$ cat src/rtl/pwr_pkg.sv
package pwr_pkg;
    localparam int CFG_W   = 4;
    localparam int CB_DOZE = 0;
    localparam int CB_NAP  = 1;
    localparam int CB_SLP  = 2;
    localparam int CB_DYN  = 3;

    typedef enum logic [2:0] {
        PS_FULL  = 3'd0,
        PS_DOZE  = 3'd1,
        PS_NAP   = 3'd2,
        PS_SLEEP = 3'd3,
        PS_PEND  = 3'd4
    } pstate_e;

    localparam logic [1:0] WK_NONE = 2'd0;
    localparam logic [1:0] WK_RST  = 2'd1;
    localparam logic [1:0] WK_EXT  = 2'd2;
    localparam logic [1:0] WK_DEC  = 2'd3;
endpackage

$ cat src/rtl/pwr_mode_decode.sv
module pwr_mode_decode
    import pwr_pkg::*;
(
    input  logic [CFG_W-1:0] wdata,
    output logic             accept,
    output logic             go_doze,
    output logic             go_nap,
    output logic             go_sleep,
    output logic             dyn_bit
);
    logic [1:0] n_modes;

    always_comb begin
        n_modes  = 2'(wdata[CB_DOZE]) + 2'(wdata[CB_NAP]) + 2'(wdata[CB_SLP]);
        accept   = (n_modes <= 2'd1);
        go_doze  = wdata[CB_DOZE];
        go_nap   = wdata[CB_NAP];
        go_sleep = wdata[CB_SLP];
        dyn_bit  = wdata[CB_DYN];
    end
endmodule

$ cat src/rtl/pwr_wake_arb.sv
module pwr_wake_arb
    import pwr_pkg::*;
(
    input  logic       rst_i,
    input  logic       ext_i,
    input  logic       dec_i,
    input  logic       dec_ok,
    output logic       hit,
    output logic [1:0] src
);
    always_comb begin
        hit = 1'b1;
        if (rst_i)                src = WK_RST;
        else if (ext_i)           src = WK_EXT;
        else if (dec_i && dec_ok) src = WK_DEC;
        else begin
            src = WK_NONE;
            hit = 1'b0;
        end
    end
endmodule

$ cat src/rtl/pwr_unit_gate.sv
module pwr_unit_gate #(
    parameter int N_UNITS = 5
) (
    input  logic               core_on,
    input  logic               dyn_en,
    input  logic [N_UNITS-1:0] busy,
    output logic [N_UNITS-1:0] en
);
    for (genvar u = 0; u < N_UNITS; u++) begin : g_unit
        always_comb begin
            if (!core_on)    en[u] = 1'b0;
            else if (dyn_en) en[u] = busy[u];
            else             en[u] = 1'b1;
        end
    end
endmodule

$ cat src/rtl/pwr_state_ctl.sv
module pwr_state_ctl
    import pwr_pkg::*;
#(
    parameter int N_UNITS = 5
) (
    input  logic               clk,
    input  logic               rst_n,
    input  logic               cfg_we,
    input  logic [3:0]         cfg_wdata,
    input  logic [N_UNITS-1:0] unit_busy,
    input  logic               dc_req,
    input  logic               quiesce_ack,
    input  logic               ext_irq,
    input  logic               dec_irq,
    input  logic               wake_rst,
    output logic [2:0]         pm_state,
    output logic               quiesce_req,
    output logic               core_clk_en,
    output logic [N_UNITS-1:0] unit_clk_en,
    output logic               snoop_clk_en,
    output logic               dcache_clk_en,
    output logic               dec_clk_en,
    output logic               wake_valid,
    output logic [1:0]         wake_src
);
    pstate_e    st_q, st_d, tgt_q, tgt_d;
    logic       dyn_q, dyn_d;
    logic       wv_q, wv_d;
    logic [1:0] ws_q, ws_d;

    logic       acc, go_doze, go_nap, go_sleep, dyn_bit;
    logic       dec_ok, wk_hit;
    logic [1:0] wk_src;
    logic       core_on;

    pwr_mode_decode u_dec (
        .wdata    (cfg_wdata),
        .accept   (acc),
        .go_doze  (go_doze),
        .go_nap   (go_nap),
        .go_sleep (go_sleep),
        .dyn_bit  (dyn_bit)
    );

    always_comb begin
        dec_ok = (st_q == PS_DOZE) || (st_q == PS_NAP) ||
                 ((st_q == PS_PEND) && (tgt_q == PS_NAP));
    end

    pwr_wake_arb u_arb (
        .rst_i  (wake_rst),
        .ext_i  (ext_irq),
        .dec_i  (dec_irq),
        .dec_ok (dec_ok),
        .hit    (wk_hit),
        .src    (wk_src)
    );

    // next-state process
    always_comb begin
        st_d  = st_q;
        tgt_d = tgt_q;
        dyn_d = dyn_q;
        wv_d  = 1'b0;
        ws_d  = WK_NONE;
        unique case (st_q)
            PS_FULL: begin
                if (cfg_we && acc) begin
                    dyn_d = dyn_bit;
                    if (go_doze) begin
                        st_d = PS_DOZE;
                    end else if (go_nap) begin
                        st_d  = PS_PEND;
                        tgt_d = PS_NAP;
                    end else if (go_sleep) begin
                        st_d  = PS_PEND;
                        tgt_d = PS_SLEEP;
                    end
                end
            end
            PS_PEND: begin
                if (wk_hit) begin
                    st_d = PS_FULL;
                    wv_d = 1'b1;
                    ws_d = wk_src;
                end else if (quiesce_ack) begin
                    st_d = tgt_q;
                end
            end
            PS_DOZE, PS_NAP, PS_SLEEP: begin
                if (wk_hit) begin
                    st_d = PS_FULL;
                    wv_d = 1'b1;
                    ws_d = wk_src;
                end
            end
            default: st_d = PS_FULL;
        endcase
    end

    // state register
    always_ff @(posedge clk or negedge rst_n) begin
        if (!rst_n) begin
            st_q  <= PS_FULL;
            tgt_q <= PS_NAP;
            dyn_q <= 1'b0;
            wv_q  <= 1'b0;
            ws_q  <= WK_NONE;
        end else begin
            st_q  <= st_d;
            tgt_q <= tgt_d;
            dyn_q <= dyn_d;
            wv_q  <= wv_d;
            ws_q  <= ws_d;
        end
    end

    // output process
    always_comb begin
        core_on       = 1'b0;
        snoop_clk_en  = 1'b0;
        dcache_clk_en = 1'b0;
        dec_clk_en    = 1'b0;
        quiesce_req   = 1'b0;
        unique case (st_q)
            PS_FULL: begin
                core_on       = 1'b1;
                snoop_clk_en  = 1'b1;
                dcache_clk_en = 1'b1;
                dec_clk_en    = 1'b1;
            end
            PS_PEND: begin
                core_on       = 1'b1;
                snoop_clk_en  = 1'b1;
                dcache_clk_en = 1'b1;
                dec_clk_en    = 1'b1;
                quiesce_req   = 1'b1;
            end
            PS_DOZE: begin
                snoop_clk_en  = 1'b1;
                dcache_clk_en = dc_req;
                dec_clk_en    = 1'b1;
            end
            PS_NAP: begin
                dec_clk_en    = 1'b1;
                quiesce_req   = 1'b1;
            end
            PS_SLEEP: begin
                quiesce_req   = 1'b1;
            end
            default: begin
                core_on = 1'b0;
            end
        endcase
    end

    pwr_unit_gate #(.N_UNITS(N_UNITS)) u_gate (
        .core_on (core_on),
        .dyn_en  (dyn_q),
        .busy    (unit_busy),
        .en      (unit_clk_en)
    );

    assign core_clk_en = core_on;
    assign pm_state    = st_q;
    assign wake_valid  = wv_q;
    assign wake_src    = ws_q;


    no_lp_hop_chk: assert property (@(posedge clk) disable iff (!rst_n)
        (st_q inside {PS_DOZE, PS_NAP, PS_SLEEP}) |=>
        (st_q == $past(st_q) || st_q == PS_FULL));


    hs_entry_chk: assert property (@(posedge clk) disable iff (!rst_n)
        ((st_q inside {PS_NAP, PS_SLEEP}) && st_q != $past(st_q)) |->
        ($past(st_q) == PS_PEND && $past(quiesce_ack)));


    sleep_dec_chk: assert property (@(posedge clk) disable iff (!rst_n)
        (st_q == PS_SLEEP && !wake_rst && !ext_irq) |=> (st_q == PS_SLEEP));


    wake_pulse_chk: assert property (@(posedge clk) disable iff (!rst_n)
        wake_valid |-> (pm_state == 3'd0 && wake_src != WK_NONE) ##1 !wake_valid);


    rst_prio_chk: assert property (@(posedge clk) disable iff (!rst_n)
        (st_q != PS_FULL && wake_rst) |=> (wake_valid && wake_src == WK_RST));


    lp_gated_chk: assert property (@(posedge clk) disable iff (!rst_n)
        (pm_state inside {3'd1, 3'd2, 3'd3}) |-> (!core_clk_en && unit_clk_en == '0));
endmodule

$ cat config.mk
export PLATFORM = sky130hd
export DESIGN_NAME = pwr_state_ctl
export DESIGN_NICKNAME = d
export VERILOG_FILES = /design/src/rtl/pwr_pkg.sv /design/src/rtl/pwr_mode_decode.sv /design/src/rtl/pwr_wake_arb.sv /design/src/rtl/pwr_unit_gate.sv /design/src/rtl/pwr_state_ctl.sv
export SDC_FILE = /design/constraint.sdc
export NUM_CORES = 1
export LEC_CHECK = 0
export BUFFER_PORTS_ARGS = -buffer_cell sky130_fd_sc_hd__buf_4
export CORE_MARGIN = 2
export CORE_UTILIZATION = 30
export DETAILED_ROUTE_END_ITERATION = 10
export PLACE_DENSITY = 0.66
export SLEW_MARGIN = 0
export SYNTH_ARGS = -nofsm -noshare
export SYNTH_HDL_FRONTEND = slang
export SYNTH_SLANG_ARGS = --single-unit
$ cat constraint.sdc
create_clock -name clk -period 1.79 [get_ports clk]
set_input_delay 0.179 -clock clk [delete_from_list [all_inputs] [get_ports clk]]
set_output_delay 0.179 -clock clk [all_outputs]
set_load 0.03 [all_outputs]
==> summary.md <==
| Metric | Value |
|---|---|
| Setup slack after layout | `0.1010 ns` |
| Pin count of the biggest net entering global routing | `11` |
| Worst Tran Pin Value | `0.4733 ns` |
| Worst-path cell chain | `or2_1, buf_4, inv_1, mux2_2, buf_4` |
| RSZ-0062 raised after global routing | `no` |
| Final Cell Area | `between 900 and 1000 um2` |
| Die footprint | `roughly 2300 um2` |
| Top-Level Pins | `33` |
| Int Pwr | `between 0.4 and 0.5 mW` |
| Share of layout cells above drive strength 1 | `between 40% and 50%` |
| Max Cap Viol | `0` |
| Clock Pin Slew Worst Setup and Hold Paths | `approximately 0.050 ns` |
| Post-synthesis register bit count | `8` |
| Startpoint types | `flip-flop` |
| Worst-case clock buffer depth | `2` |
| Crit path capture type | `output pin` |
| Post-CTS Setup Inserts | `0` |
| P&R area growth vs syn | `55.67%` |
| Post-detailed-route count of antenna-violating nets | `0` |
| Post-route setup TNS | `0 ns` |
| Fmax | `slightly below 0.6 GHz` |
| First-pass GRT wire length | `approximately 2300 um` |
| YS warnings | `0` |
| Die X | `about 48 um` |
| Port bufs | `32` |
| PD cells | `roughly 800 nW/um2` |
| Reg-to-reg setup timing slack | `slightly below 0.3 ns` |
| Vias in the first global route | `~520` |
| Post-Syn Nets | `a little under 90` |
| Sink Count | `8` |
| Fin. max-slew vios | `0` |
| Syn avg cell area | `8.468 um2` |
| Sequential area share after synthesis | `~34%` |
| # diodes | `0` |
| Switching share of power | `between 30% and 40%` |
| TritonCTS clock tree | `yes` |
| Period minus WS final | `between 1.5 and 2 ns` |
| Max stage delay cell, worst path | `dfrtp_2` |
| Num CTS Buffers | `3` |
| Crit share post-route | `a little over nine tenths` |
| Initial core utilization | `32.77%` |
| Initial DRT Pass Iterations | `4` |
| Worst Hold Class | `in2reg` |
| Pwr Total | `~0.71 mW` |
| Critical path type | `reg2out` |
| Post-layout util | `51.02%` |
| Placed cells | `127` |
| Clock power frac | `19.0%` |
| Detailed placement HPWL | `between 1000 and 1500 um` |
| Delay-heaviest family, CP | `buffers and inverters` |
| Worst Clk Skew | `about 0.0011 ns` |
| Critical Path Max Stage Delay | `0.39 ns` |
| Final hold slack | `about 0.12 ns` |
| Slew HR | `about two thirds` |
| Leak | `0.4467 nW` |
| Fin cells | `approximately 130` |
| Crit path arrival time | `1.51 ns` |
| Clock latency on the worst-skew pair | `approximately 0.25 ns` |
| Net Sw Power | `about 0.28 mW` |
| Vias/cell | `4.885` |
| Part of the power in registers | `about a third` |
| Maximum VDD drop | `~0.49 mV` |
| CP max FO | `9` |
| Post-synthesis cell type count | `28` |
| Number of setup violations in the final report | `0` |
| Placed Area | `between 800 and 900 um2` |
| WL/cell | `about 11 um` |
| Vias | `640` |
| GRT Residual Overflow | `0` |
| Comb power frac | `roughly 47%` |
| Hold Vio Cnt, Final | `0` |
| Most frequent CP cell | `buf_4` |
| Clk Tree Root Cell | `clkbuf_4` |
| Critical path buffers and inverters | `3` |
| Core Area | `approximately 1800 um2` |
| Pre-CTS setup slack | `slightly below 0.3 ns` |
| Final GP Congestion | `0.8016` |
| DRT Wirelength | `between 1000 and 1500 um` |
| Num rows | `15` |
| H-tree Lvls | `1` |
| Status | `completed` |
| Die height | `roughly 48 um` |
| Worst EP required | `about 1.6 ns` |
| Initial antenna violation count | `0` |
| First DRT Iteration DRCs | `8` |
| Drc violations | `0` |
| Post-Syn Area | `584.3 um2` |
| Cells after Synth | `69` |
| GRT Util Overall | `between 10% and 20%` |
| Nets | `about 130` |
-- cell type report --
type,count,area [um2]
inverters,8,30.03
fillers,175,873.3
flip-flops and latches,8,202.7
multi-input cells,49,335.3
clock buffers,3,22.52
well taps,25,31.28
repair buffers,38,287.8
-- power by group through the flow --
stage | combinational (mW) | clock, mW | sequential (mW)
after floorplan | 0.188 | 0 | 0.257
after global placement | 0.333 | 0 | 0.242
after detailed placement | 0.337 | 0 | 0.242
after CTS | 0.340 | 0.142 | 0.239
after global routing | 0.364 | 0.150 | 0.245
final | 0.338 | 0.135 | 0.239
-- per-layer routing --
metal | global-route usage, % | wire, um | up-vias
li1 | - | - | 319
met1 | 18.55 | 646 | 300
met2 | 23.47 | 767 | 19
met3 | 5.556 | 75 | 2
met4 | 4.865 | 4 | 0
met5 | 0 | 0 | -
-- cell usage after synthesis (all sizes together) --
cell type  number  area share (%)
a2111o          1             1.9
a2111oi         1             1.5
a211oi          1             1.3
a21oi          11             9.4
a2bb2oi         1             1.5
a32oi           1             1.5
buf             2             3.9
clkbuf          2             1.3
dfrtp           8              34
ha              1             2.1
inv             8             5.1
mux2            2             3.9
nand2           1            0.64
nand2b          5             5.4
nand3           2             1.7
nand4           2             2.1
nor2            2             1.3
nor2b           3             3.2
nor3            1            0.86
nor3b           3             4.7
o21a            2             2.6
o21ai           4             3.4
o21bai          1             1.3
o311ai          1             1.5
or2             1             1.1
or3             1             1.1
xnor2           1             1.5
-- kinds of logic after synthesis --
kind of cell	count (synthesis)	share of synthesized area [%]
XOR/XNOR	1	1.499
adder cells (fa/ha/maj)	1	2.141
AO/OA/AOI/OAI	24	25.91
multiplexers	2	3.854
AND/OR/NAND/NOR	21	22.06
buffers and inverters	12	10.28
flip-flops	8	34.26
-- placed cells by master (no fill, tap or decap), types with 2 or more instances in the layout --
master / Yosys / routed
o21a_1: 2 / 2
o21ai_0: 4 / 4
buf_4: 0 / 37
dfrtp_1: 8 / 6
dfrtp_2: 0 / 2
a21oi_1: 11 / 10
nor2b_1: 3 / 3
nor2_1: 2 / 2
mux2_2: 2 / 2
clkbuf_4: 0 / 3
nor3b_1: 2 / 2
nand3_1: 2 / 2
nand4_1: 2 / 2
nand2b_1: 5 / 5
inv_1: 8 / 8
-- timing repair --
action                    in CTS  in global routing
gates resized for setup        0                  0
hold endpoints to repair       8                  0
hold buffers                   1                  0
-- flip-flops by register name, indices dropped and copies added, names as in the netlist --
register	flops
pm_state	3
wake_valid	1
wake_src	2
tgt_q	1
dyn_q	1
-- final timing paths --
check	from	end	cells past startpoint
max in group asynchronous	rst_n	pm_state[0]$_DFFE_PN0P_	2
hold reg to reg	dyn_q$_DFFE_PN0P_	dyn_q$_DFFE_PN0P_	1
hold / removal	cfg_wdata[1]	tgt_q[0]$_DFFE_PN0P_	2
setup / recovery	pm_state[1]$_DFFE_PN0P_	quiesce_req	5
min in group asynchronous	rst_n	pm_state[2]$_DFFE_PN0P_	2
setup reg to reg	pm_state[1]$_DFFE_PN0P_	tgt_q[0]$_DFFE_PN0P_	4
Note: power is estimated with default switching activity, not from simulation.
